==> config.mk <==
export PLATFORM = sky130hd
export DESIGN_NAME = wb_diag_regbank
export DESIGN_NICKNAME = d
export VERILOG_FILES = /design/src/rtl/wbrb_pkg.sv /design/src/rtl/wbrb_rst_sync.sv /design/src/rtl/wbrb_decode.sv /design/src/rtl/wbrb_diag.sv /design/src/rtl/wbrb_ctrl_bank.sv /design/src/rtl/wbrb_stat_bank.sv /design/src/rtl/wb_diag_regbank.sv
export SDC_FILE = /design/constraint.sdc
export NUM_CORES = 1
export LEC_CHECK = 0
export BUFFER_PORTS_ARGS = -buffer_cell sky130_fd_sc_hd__buf_2
export CAP_MARGIN = 20
export CORE_ASPECT_RATIO = 0.6
export CORE_MARGIN = 2
export CORE_UTILIZATION = 50
export CTS_CLUSTER_DIAMETER = 200
export DETAILED_ROUTE_END_ITERATION = 12
export GPL_TIMING_DRIVEN = 0
export PLACE_DENSITY = 0.81
export RECOVER_POWER = 50
export SYNTH_ARGS = -nofsm -noshare
export SYNTH_HDL_FRONTEND = slang
export SYNTH_SLANG_ARGS = --single-unit
==> constraint.sdc <==
create_clock -name clk -period 8.75 [get_ports clk]
set_input_delay 0.875 -clock clk [delete_from_list [all_inputs] [get_ports clk]]
set_output_delay 0.875 -clock clk [all_outputs]
set_load 0.03 [all_outputs]
==> src/rtl/wbrb_pkg.sv <==
package wbrb_pkg;

  localparam int WORD_W      = 32;
  localparam int FIXED_SLOTS = 2;   // identification + version
  localparam int DIAG_SLOTS  = 4;   // scratch, write-only, read-only, no-response

  localparam logic [WORD_W-1:0] FILLER_WORD = 32'hA5A5_A5A5;

  typedef enum logic [3:0] {
    RK_ID,
    RK_VER,
    RK_SCRATCH,
    RK_WONLY,
    RK_RONLY,
    RK_HANG,
    RK_CTRL,
    RK_STAT,
    RK_NONE
  } reg_kind_e;

endpackage

==> src/rtl/wbrb_rst_sync.sv <==
module wbrb_rst_sync (
  input  logic clk,
  input  logic rst_n,
  output logic rst_sync_n
);

  logic meta_q;
  logic sync_q;

  always_ff @(posedge clk or negedge rst_n) begin
    if (!rst_n) begin
      meta_q <= 1'b0;
      sync_q <= 1'b0;
    end else begin
      meta_q <= 1'b1;
      sync_q <= meta_q;
    end
  end

  assign rst_sync_n = sync_q;

endmodule

==> src/rtl/wbrb_decode.sv <==
module wbrb_decode
  import wbrb_pkg::*;
#(
  parameter int ADDR_W  = 8,
  parameter int DIAG_EN = 1,
  parameter int N_CTRL  = 2,
  parameter int N_STAT  = 2
) (
  input  logic [ADDR_W-1:0] adr,
  output reg_kind_e         kind,
  output logic [N_CTRL-1:0] ctrl_sel,
  output logic [N_STAT-1:0] stat_sel
);

  localparam int USER_BASE = FIXED_SLOTS + ((DIAG_EN != 0) ? DIAG_SLOTS : 0);
  localparam int STAT_BASE = USER_BASE + N_CTRL;

  localparam logic [ADDR_W-1:0] A_ID   = ADDR_W'(0);
  localparam logic [ADDR_W-1:0] A_VER  = ADDR_W'(1);
  localparam logic [ADDR_W-1:0] A_SCR  = ADDR_W'(FIXED_SLOTS);
  localparam logic [ADDR_W-1:0] A_WO   = ADDR_W'(FIXED_SLOTS + 1);
  localparam logic [ADDR_W-1:0] A_RO   = ADDR_W'(FIXED_SLOTS + 2);
  localparam logic [ADDR_W-1:0] A_HANG = ADDR_W'(FIXED_SLOTS + 3);

  for (genvar gi = 0; gi < N_CTRL; gi++) begin : g_csel
    assign ctrl_sel[gi] = (adr == ADDR_W'(USER_BASE + gi));
  end

  for (genvar gj = 0; gj < N_STAT; gj++) begin : g_ssel
    assign stat_sel[gj] = (adr == ADDR_W'(STAT_BASE + gj));
  end

  always_comb begin
    kind = RK_NONE;
    if (adr == A_ID) begin
      kind = RK_ID;
    end else if (adr == A_VER) begin
      kind = RK_VER;
    end else if (|ctrl_sel) begin
      kind = RK_CTRL;
    end else if (|stat_sel) begin
      kind = RK_STAT;
    end else if (DIAG_EN != 0) begin
      if (adr == A_SCR)       kind = RK_SCRATCH;
      else if (adr == A_WO)   kind = RK_WONLY;
      else if (adr == A_RO)   kind = RK_RONLY;
      else if (adr == A_HANG) kind = RK_HANG;
    end
  end

endmodule

==> src/rtl/wbrb_diag.sv <==
module wbrb_diag
  import wbrb_pkg::*;
(
  input  logic              clk,
  input  logic              rst_n,
  input  logic              wr_en,
  input  reg_kind_e         kind,
  input  logic [WORD_W-1:0] wr_data,
  output logic [WORD_W-1:0] scratch_q,
  output logic [WORD_W-1:0] loop_q
);

  logic scratch_ld;
  logic loop_ld;

  always_comb begin
    scratch_ld = wr_en & (kind == RK_SCRATCH);
    loop_ld    = wr_en & (kind == RK_WONLY);
  end

  always_ff @(posedge clk or negedge rst_n) begin
    if (!rst_n) begin
      scratch_q <= '0;
    end else if (scratch_ld) begin
      scratch_q <= wr_data;
    end
  end

  always_ff @(posedge clk or negedge rst_n) begin
    if (!rst_n) begin
      loop_q <= '0;
    end else if (loop_ld) begin
      loop_q <= wr_data;
    end
  end

endmodule

==> src/rtl/wbrb_ctrl_bank.sv <==
module wbrb_ctrl_bank
  import wbrb_pkg::*;
#(
  parameter int                       N_CTRL      = 2,
  parameter logic [N_CTRL*WORD_W-1:0] CTRL_RST    = '0,
  parameter logic [N_CTRL-1:0]        CTRL_STB_EN = '1
) (
  input  logic                       clk,
  input  logic                       rst_n,
  input  logic                       wr_en,
  input  logic [N_CTRL-1:0]          sel,
  input  logic [WORD_W-1:0]          wr_data,
  output logic [WORD_W-1:0]          rd_word,
  output logic [N_CTRL*WORD_W-1:0]   ctrl_q,
  output logic [N_CTRL-1:0]          wr_pulse
);

  logic [N_CTRL-1:0] load;

  for (genvar gi = 0; gi < N_CTRL; gi++) begin : g_reg
    logic [WORD_W-1:0] val_q;

    assign load[gi] = wr_en & sel[gi];

    always_ff @(posedge clk or negedge rst_n) begin
      if (!rst_n) begin
        val_q <= CTRL_RST[gi*WORD_W +: WORD_W];
      end else if (load[gi]) begin
        val_q <= wr_data;
      end
    end

    assign ctrl_q[gi*WORD_W +: WORD_W] = val_q;

    if (CTRL_STB_EN[gi]) begin : g_stb
      logic stb_q;
      always_ff @(posedge clk or negedge rst_n) begin
        if (!rst_n) begin
          stb_q <= 1'b0;
        end else begin
          stb_q <= load[gi];
        end
      end
      assign wr_pulse[gi] = stb_q;
    end else begin : g_nostb
      assign wr_pulse[gi] = 1'b0;
    end
  end

  always_comb begin
    rd_word = '0;
    for (int i = 0; i < N_CTRL; i++) begin
      rd_word = rd_word | (ctrl_q[i*WORD_W +: WORD_W] & {WORD_W{sel[i]}});
    end
  end

endmodule

==> src/rtl/wbrb_stat_bank.sv <==
module wbrb_stat_bank
  import wbrb_pkg::*;
#(
  parameter int                N_STAT      = 2,
  parameter logic [N_STAT-1:0] STAT_ACK_EN = '1
) (
  input  logic                     clk,
  input  logic                     rst_n,
  input  logic                     rd_en,
  input  logic [N_STAT-1:0]        sel,
  input  logic [N_STAT*WORD_W-1:0] stat_in,
  output logic [WORD_W-1:0]        rd_word,
  output logic [N_STAT-1:0]        rd_pulse
);

  for (genvar gj = 0; gj < N_STAT; gj++) begin : g_ack
    if (STAT_ACK_EN[gj]) begin : g_on
      logic pls_q;
      always_ff @(posedge clk or negedge rst_n) begin
        if (!rst_n) begin
          pls_q <= 1'b0;
        end else begin
          pls_q <= rd_en & sel[gj];
        end
      end
      assign rd_pulse[gj] = pls_q;
    end else begin : g_off
      assign rd_pulse[gj] = 1'b0;
    end
  end

  always_comb begin
    rd_word = '0;
    for (int j = 0; j < N_STAT; j++) begin
      rd_word = rd_word | (stat_in[j*WORD_W +: WORD_W] & {WORD_W{sel[j]}});
    end
  end

endmodule

==> src/rtl/wb_diag_regbank.sv <==
module wb_diag_regbank
  import wbrb_pkg::*;
#(
  parameter int                       ADDR_W      = 8,
  parameter logic [31:0]              ID_WORD     = 32'h5EB0_0001,
  parameter logic [31:0]              VER_WORD    = 32'h0001_0000,
  parameter int                       DIAG_EN     = 1,
  parameter int                       N_CTRL      = 2,
  parameter int                       N_STAT      = 2,
  parameter logic [N_CTRL*32-1:0]     CTRL_RST    = {32'h0000_00FF, 32'h1234_0000},
  parameter logic [N_CTRL-1:0]        CTRL_STB_EN = '1,
  parameter logic [N_STAT-1:0]        STAT_ACK_EN = '1
) (
  input  logic                   clk,
  input  logic                   rst_n,
  input  logic                   wb_cyc_i,
  input  logic                   wb_stb_i,
  input  logic                   wb_we_i,
  input  logic [ADDR_W-1:0]      wb_adr_i,
  input  logic [31:0]            wb_dat_i,
  output logic [31:0]            wb_dat_o,
  output logic                   wb_ack_o,
  output logic                   wb_err_o,
  output logic [N_CTRL*32-1:0]   ctrl_o,
  output logic [N_CTRL-1:0]      ctrl_wr_o,
  input  logic [N_STAT*32-1:0]   stat_i,
  output logic [N_STAT-1:0]      stat_rd_o
);

  logic              rst_core_n;
  reg_kind_e         kind;
  logic [N_CTRL-1:0] ctrl_sel;
  logic [N_STAT-1:0] stat_sel;
  logic [WORD_W-1:0] ctrl_word;
  logic [WORD_W-1:0] stat_word;
  logic [WORD_W-1:0] scratch_val;
  logic [WORD_W-1:0] loop_val;

  logic              accept;
  logic              respond;
  logic              wr_en;
  logic              rd_en;
  logic              ack_d, ack_q;
  logic              err_d, err_q;
  logic [WORD_W-1:0] rd_word;
  logic [WORD_W-1:0] dat_d, dat_q;

  wbrb_rst_sync i_rst_sync (
    .clk        (clk),
    .rst_n      (rst_n),
    .rst_sync_n (rst_core_n)
  );

  wbrb_decode #(
    .ADDR_W  (ADDR_W),
    .DIAG_EN (DIAG_EN),
    .N_CTRL  (N_CTRL),
    .N_STAT  (N_STAT)
  ) i_decode (
    .adr      (wb_adr_i),
    .kind     (kind),
    .ctrl_sel (ctrl_sel),
    .stat_sel (stat_sel)
  );

  wbrb_ctrl_bank #(
    .N_CTRL      (N_CTRL),
    .CTRL_RST    (CTRL_RST),
    .CTRL_STB_EN (CTRL_STB_EN)
  ) i_ctrl (
    .clk      (clk),
    .rst_n    (rst_core_n),
    .wr_en    (wr_en),
    .sel      (ctrl_sel),
    .wr_data  (wb_dat_i),
    .rd_word  (ctrl_word),
    .ctrl_q   (ctrl_o),
    .wr_pulse (ctrl_wr_o)
  );

  wbrb_stat_bank #(
    .N_STAT      (N_STAT),
    .STAT_ACK_EN (STAT_ACK_EN)
  ) i_stat (
    .clk      (clk),
    .rst_n    (rst_core_n),
    .rd_en    (rd_en),
    .sel      (stat_sel),
    .stat_in  (stat_i),
    .rd_word  (stat_word),
    .rd_pulse (stat_rd_o)
  );

  if (DIAG_EN != 0) begin : g_diag
    wbrb_diag i_diag (
      .clk       (clk),
      .rst_n     (rst_core_n),
      .wr_en     (wr_en),
      .kind      (kind),
      .wr_data   (wb_dat_i),
      .scratch_q (scratch_val),
      .loop_q    (loop_val)
    );
  end else begin : g_nodiag
    assign scratch_val = '0;
    assign loop_val    = '0;
  end

  // Next-state logic for the registered bus response.
  always_comb begin
    accept  = wb_cyc_i & wb_stb_i & ~ack_q & ~err_q;
    respond = accept & (kind != RK_HANG);
    wr_en   = accept & wb_we_i;
    rd_en   = accept & ~wb_we_i;
    err_d   = respond & ~wb_we_i & (kind == RK_WONLY);
    ack_d   = respond & ~err_d;

    unique case (kind)
      RK_ID:      rd_word = ID_WORD;
      RK_VER:     rd_word = VER_WORD;
      RK_SCRATCH: rd_word = scratch_val;
      RK_RONLY:   rd_word = loop_val;
      RK_CTRL:    rd_word = ctrl_word;
      RK_STAT:    rd_word = stat_word;
      RK_NONE:    rd_word = FILLER_WORD;
      default:    rd_word = '0;
    endcase

    dat_d = (ack_d & ~wb_we_i) ? rd_word : '0;
  end

  always_ff @(posedge clk or negedge rst_core_n) begin
    if (!rst_core_n) begin
      ack_q <= 1'b0;
      err_q <= 1'b0;
      dat_q <= '0;
    end else begin
      ack_q <= ack_d;
      err_q <= err_d;
      dat_q <= dat_d;
    end
  end

  assign wb_ack_o = ack_q;
  assign wb_err_o = err_q;
  assign wb_dat_o = dat_q;

endmodule

==> flow_summary.json, run 1 <==
{
  "outcome": "finished with violations",
  "failed_checks": "max-capacitance violations, max-slew violations",
  "yosys-top-cells-count": "sky130_fd_sc_hd__dfrtp_1 (155), sky130_fd_sc_hd__mux2_2 (129), sky130_fd_sc_hd__nand2_1 (46), sky130_fd_sc_hd__nor2_1 (38), sky130_fd_sc_hd__clkbuf_1 (31)",
  "timing.critical_path.slowest_stage_cell": "sky130_fd_sc_hd__clkbuf_1",
  "placed_cells_incl_taps": 1061,
  "antenna_found_initial": 0,
  "yosysWarnings": 0,
  "vias": 6472,
  "synth_largest_type_area_fraction_pct": 48.78,
  "drt-total-wl_um": 25630,
  "irDropWorstVdd_mv": 0.1385,
  "pre_cts_slack_ns": 4.974,
  "avgViaCountPerCell": 5.921,
  "power.leakage_nw": 4.905,
  "grt_start_max_net_pins": 71,
  "remaining_drc_errors": 0,
  "total_power_w": 0.001670,
  "instance_count_of_the_mapped_netlist": 647,
  "fin_tns_setup_ns": 0,
  "clock_insertion_delay_worst_skew_ns": 0.42,
  "share_comb_of_total_power_pct": 8.8,
  "timing.final.crit_share_pct": 52.65,
  "critPathRequiredTime_ns": 8.41,
  "setup-violations-final": 0,
  "initial_drc_count": 613,
  "power.switching_w": 0.0004302,
  "nets": 986,
  "port_buffers": 209,
  "power_frac_seq_pct": 47.8,
  "mapped_avg_cell_area_um2": 12.29,
  "synth_fp_nets": 756,
  "finalWorstPathRequiredPeriod_ns": 4.606,
  "syn2layout_area_growth_pct": 23.02,
  "crit_family": "buffers and inverters",
  "drtPass1Iterations": 5,
  "rsz0062_at_grt": "false",
  "core-area_um2": 15460,
  "overflow": 0,
  "gp_congestion": 0.9124,
  "cts.clk_slew.worst_paths_ns": 0.07,
  "final_max_slew_viol_count": 68,
  "r2r.worst_path.cells": 1,
  "ioPinCount": 211,
  "rows": 35,
  "synth_edf_count": 0,
  "place.detailed.hpwl_um": 18340,
  "stdcell_count": 1093,
  "die_h_um": 101.7,
  "critical_path.max_stage_delay_ns": 2.68,
  "placement.cell_area_um2": 9310,
  "cts_buffers": 17,
  "die-area_um2": 16960,
  "routed_wire_length_per_instance_um": 23.45,
  "antenna_left": 0,
  "cell_area_after_synthesis_um2": 7951,
  "antennaDiodeCount": 0,
  "worst_clock_skew_ns": 0.01057,
  "number_of_buffer_and_inverter_instances_along_the_worst_setup_path": 1,
  "worst-slew-pin-transition_ns": 3.733,
  "synth.largest_area_cell": "sky130_fd_sc_hd__dfrtp_1",
  "clock_power_share_pct": 43.4,
  "post_cts_buffers": 0,
  "synth.top_cells.by_area": "sky130_fd_sc_hd__dfrtp_1 (49%), sky130_fd_sc_hd__mux2_2 (18%), sky130_fd_sc_hd__mux2_4 (5.7%)",
  "clock_sinks": 168,
  "worst_slack_ns": 4.144,
  "clock_path_buffers": 2,
  "h-tree-depth": 4,
  "post_cts_resized": 0,
  "synth_cell_type_count": 46,
  "initial_utilization_pct": 51.44,
  "path_cells": "clkbuf_1",
  "rr_startpoint": "i_rst_sync.rst_sync_n",
  "synth.most_common_cell": "sky130_fd_sc_hd__dfrtp_1",
  "die_width_um": 166.8,
  "end_kind": "asynchronous set/reset pin",
  "timing.max_slew.rel_slack_pct": -148.9,
  "design_area_um2": 9782,
  "drv_cap": 1,
  "switching_share_pct": 25.76,
  "timing.fmax_mhz": 217.1,
  "power_density_nw_per_um2": 170.7,
  "postSynth.asyncResetShare_pct": 100.0,
  "hold_violations_final": 0,
  "cts-root-buf": "sky130_fd_sc_hd__clkbuf_16",
  "worstPathMaxFanout": 68,
  "r2r_slack_ns": 4.14,
  "grt_pass1_vias": 6561,
  "grt_pass1_wl_um": 38160,
  "final_layout_size_suffix_gt1_share_pct": 43.15,
  "ctsHoldBuffers": 0,
  "regToRegEndpoint": "i_ctrl.g_reg[0].val_q[17]",
  "hold_class": "input port to asynchronous set/reset pin",
  "ys.flop_type": "sky130_fd_sc_hd__dfrtp_1",
  "cts_tree": "yes",
  "power.internal_w": 0.001240,
  "timing_worst_setup_path_type": "flip-flop to asynchronous set/reset pin",
  "ys_ff_latch": 168,
  "grt_util_all_layers_pct": 30.44,
  "yosysSeqAreaShare_pct": 53.08,
  "timing.critical_path.arrival_ns": 4.27,
  "crit_path_start_kind": "flip-flop"
}
-- flip-flops by register name, summed over array words and instances, names as in the netlist --
signal                   count
g_diag.i_diag.loop_q        32
wb_dat_o                    32
i_rst_sync.meta_q            1
i_rst_sync.rst_sync_n        1
g_diag.i_diag.scratch_q     32
i_stat.g_ack.g_on.pls_q      2
i_ctrl.g.val_q              64
i_ctrl.g.g_stb.stb_q         2
wb_ack_o                     1
wb_err_o                     1
-- cells in the final DEF, fill, tap and decap left out, types with 4 or more instances in the layout --
cell                         synthesis  final
sky130_fd_sc_hd__a21o_1              4      4
sky130_fd_sc_hd__a21oi_1            28     28
sky130_fd_sc_hd__a221oi_1            9      9
sky130_fd_sc_hd__a22o_1             13     13
sky130_fd_sc_hd__a22oi_1            26     26
sky130_fd_sc_hd__a31oi_1            16     16
sky130_fd_sc_hd__buf_1               5      5
sky130_fd_sc_hd__buf_2               7    166
sky130_fd_sc_hd__buf_4               4      4
sky130_fd_sc_hd__clkbuf_1           31     83
sky130_fd_sc_hd__clkbuf_16           0     17
sky130_fd_sc_hd__clkinvlp_4          0      4
sky130_fd_sc_hd__dfrtp_1           155    155
sky130_fd_sc_hd__dfstp_2            13     13
sky130_fd_sc_hd__inv_1               6      6
sky130_fd_sc_hd__inv_6               0      4
sky130_fd_sc_hd__mux2_2            129    129
sky130_fd_sc_hd__mux2_4             30     30
sky130_fd_sc_hd__mux2i_1             5      5
sky130_fd_sc_hd__nand2_1            46     46
sky130_fd_sc_hd__nand2b_1            5      5
sky130_fd_sc_hd__nor2_1             38     38
sky130_fd_sc_hd__nor2b_1             4      4
sky130_fd_sc_hd__nor3_1              4      4
sky130_fd_sc_hd__o21a_1              4      4
sky130_fd_sc_hd__o21ai_0            27     27
sky130_fd_sc_hd__o21bai_1            4      4
-- power groups by stage --
stage,registers [W],clock network [W],logic [W]
5_1_grt,0.000799,0.000759,0.000157
4_1_cts,0.000798,0.000729,0.000147
2_1_floorplan,0.000833,0,0.0000506
6_report,0.000798,0.000725,0.000147
3_5_place_dp,0.000812,0,0.000146
3_3_place_gp,0.000824,0,0.000129
-- cell families after synthesis --
family | synth area share, %
multiplexers | 24.85
flip-flops | 53.08
other | 0.04716
AO/OA/AOI/OAI | 11.42
buffers and inverters | 3.745
AND/OR/NAND/NOR | 6.861
-- how the worst max path moves through the flow --
stage	startpoint	to	depth (start not counted)
after floorplan	i_rst_sync.rst_sync_n	g_diag.i_diag.loop_q[0]	0
after global placement	i_rst_sync.rst_sync_n	i_ctrl.g_reg[0].val_q[7]	0
after detailed placement	wb_adr_i[4]	i_ctrl.g_reg[1].val_q[29]	6
after CTS	wb_adr_i[4]	i_ctrl.g_reg[1].val_q[29]	6
after global routing	i_rst_sync.rst_sync_n	i_ctrl.g_reg[1].val_q[13]	1
final	i_rst_sync.rst_sync_n	i_ctrl.g_reg[0].val_q[17]	1
-- through the flow --
step           util [%]  hold WS (ns)
6_report          63.28        0.2274
5_1_grt           63.28        0.2271
4_1_cts           63.86        0.2161
3_5_place_dp      60.23        0.2736
3_3_place_gp      59.85        0.3329
2_1_floorplan         -        0.3312
-- metal layers --
| metal | track usage [%] | up-vias | part of all wire [%] | wire (um) |
|---|---|---|---|---|
| met5 | 0 | - | 0 | 0 |
| met4 | 10.21 | 0 | 2.4 | 606 |
| met3 | 7.464 | 51 | 9.3 | 2394 |
| met2 | 45.04 | 382 | 43 | 10970 |
| met1 | 44.35 | 3239 | 46 | 11660 |
| li1 | - | 2800 | - | - |
-- layout make-up --
cell class,instances,area (um2)
plain buffers,51,271.5
clock buffers,19,442.9
clock inverters,13,118.9
fillers,1300,5677
inverters,7,26.28
multi-input cells,421,3433
flip-flops and latches,168,4220
well taps,203,254.0
repair buffers,211,1015
No activity file was read; power rests on OpenSTA's default activity.
==> run 2: changes to the inputs <==
Clock period 8.75 ns to 4.5 ns, I/O delays scaled along.
==> run 2 against run 1 <==
Compared with the run above: the run still ends with max-capacitance violations, max-slew violations left; count of clock-buffer cells in the layout did not move; clock skew rose by 0.0025 ns; wire length fell by 2.6%.
==> flow_summary.json, run 2 (synthesized netlist as in run 1, its figures left out) <==
{
  "vias": 6526,
  "avgViaCountPerCell": 5.954,
  "r2r_slack_ns": 1.66,
  "worstPathMaxFanout": 10,
  "worst-slew-pin-transition_ns": 1.787,
  "layout_common_cells": "sky130_fd_sc_hd__buf_2 (158), sky130_fd_sc_hd__dfrtp_1 (155), sky130_fd_sc_hd__mux2_2 (129)",
  "placement.cell_area_um2": 9310,
  "initial_utilization_pct": 51.44,
  "grt_pass1_vias": 6387,
  "critPathRequiredTime_ns": 4.81,
  "syn2layout_area_growth_pct": 23.63,
  "place.detailed.hpwl_um": 17840,
  "drtPass1Iterations": 5,
  "rsz0062_at_grt": "false",
  "hold_violations_final": 0,
  "clock_insertion_delay_worst_skew_ns": 0.43,
  "timing_worst_setup_path_type": "input port to flip-flop",
  "initial_drc_count": 676,
  "total_power_w": 0.003346,
  "grt_util_all_layers_pct": 29.93,
  "setup-violations-final": 0,
  "hold_class": "input port to flip-flop",
  "cts-root-buf": "sky130_fd_sc_hd__clkbuf_16",
  "timing.fmax_mhz": 339.2,
  "finalWorstPathRequiredPeriod_ns": 2.948,
  "gp_congestion": 0.8741,
  "failed_checks": "max-capacitance violations, max-slew violations",
  "post-route-util_pct": 63.59,
  "irDropWorstVdd_mv": 0.2367,
  "crit_path_start_kind": "input port",
  "ctsHoldBuffers": 1,
  "clock_sinks": 168,
  "ioPinCount": 211,
  "grt_start_max_net_pins": 71,
  "port_buffers": 209,
  "power.leakage_nw": 4.902,
  "post_cts_buffers": 0,
  "final_max_slew_viol_count": 70,
  "h-tree-depth": 4,
  "overflow": 0,
  "antenna_left": 0,
  "drv_cap": 1,
  "grt_pass1_wl_um": 37550,
  "design_area_um2": 9831,
  "cts_buffers": 17,
  "rows": 35,
  "clock_path_buffers": 2,
  "power_density_nw_per_um2": 340.4,
  "outcome": "finished with violations",
  "most_common_cell_after_layout_fill_and_taps_aside": "sky130_fd_sc_hd__buf_2",
  "die_width_um": 166.8,
  "die_h_um": 101.7,
  "timing.max_slew.rel_slack_pct": -19.10,
  "nets": 987,
  "post_cts_resized": 0,
  "drt-total-wl_um": 24950,
  "cts.clk_slew.worst_paths_ns": 0.07,
  "cts_tree": "yes",
  "end_kind": "flip-flop",
  "die-area_um2": 16960,
  "core-area_um2": 15460,
  "antenna_found_initial": 3,
  "fin_tns_setup_ns": 0,
  "timing.final.crit_share_pct": 65.52,
  "timing.critical_path.arrival_ns": 3.26,
  "worst_clock_skew_ns": 0.01308,
  "final_layout_size_suffix_gt1_share_pct": 42.31,
  "largest_register_ff_count": 64,
  "routed_wire_length_per_instance_um": 22.77,
  "remaining_drc_errors": 0,
  "largest-register": "i_ctrl.g.val_q"
}
-- run 2: through the flow --
stage,setup slack [ns],hold WS (ns),cells
final,1.552,0.2954,1096
after global routing,1.183,0.2874,1094
after CTS,1.627,0.2639,1094
after detailed placement,1.172,0.2365,1061
after global placement,0.7495,0.2377,1059
after floorplan,1.734,0.1544,647
-- run 2: layout make-up --
cell class / instances / area [um2]
Buffer: 51 / 271.5
Inverter: 7 / 26.28
Tap cell: 203 / 254.0
Clock buffer: 19 / 442.9
Sequential cell: 168 / 4220
Clock inverter: 13 / 161.4
Antenna cell: 2 / 5.005
Multi-Input combinational cell: 421 / 3433
Fill cell: 1249 / 5628
Timing Repair Buffer: 212 / 1016
-- run 2: final timing paths --
kind | start | end | cells after the start
max | wb_adr_i[5] | i_ctrl.g_reg[1].val_q[29] | 6
min | wb_dat_i[19] | i_ctrl.g_reg[0].val_q[19] | 2
max reg2reg | i_rst_sync.rst_sync_n | i_ctrl.g_reg[1].val_q[7] | 2
min reg2reg | i_rst_sync.meta_q | i_rst_sync.rst_sync_n | 0
max in group asynchronous | i_rst_sync.rst_sync_n | i_ctrl.g_reg[1].val_q[7] | 2
min in group asynchronous | rst_n | i_rst_sync.rst_sync_n | 2
-- run 2: critical path: stages --
cell and delay, ns:
sky130_fd_sc_hd__buf_2 0.11, sky130_fd_sc_hd__nor4_2 0.90, sky130_fd_sc_hd__nand2_1 0.36, sky130_fd_sc_hd__nor3_2 0.57
sky130_fd_sc_hd__buf_2 0.48, sky130_fd_sc_hd__mux2_2 0.38
-- run 2: layer usage --
layer	GRT usage (%)	part of all wire [%]	vias to the layer above
met3	7.698	9.2	49
met2	45.52	43	373
li1	-	-	2813
met1	42.49	45	3287
met4	9.814	2.3	4
met5	0	0.064	-
-- run 2: report_power, final --
part / internal (W) / switching [W]
sequential: 0.00153 / 0.0000168
combinational: 0.0000951 / 0.000186
clock: 0.000854 / 0.000662
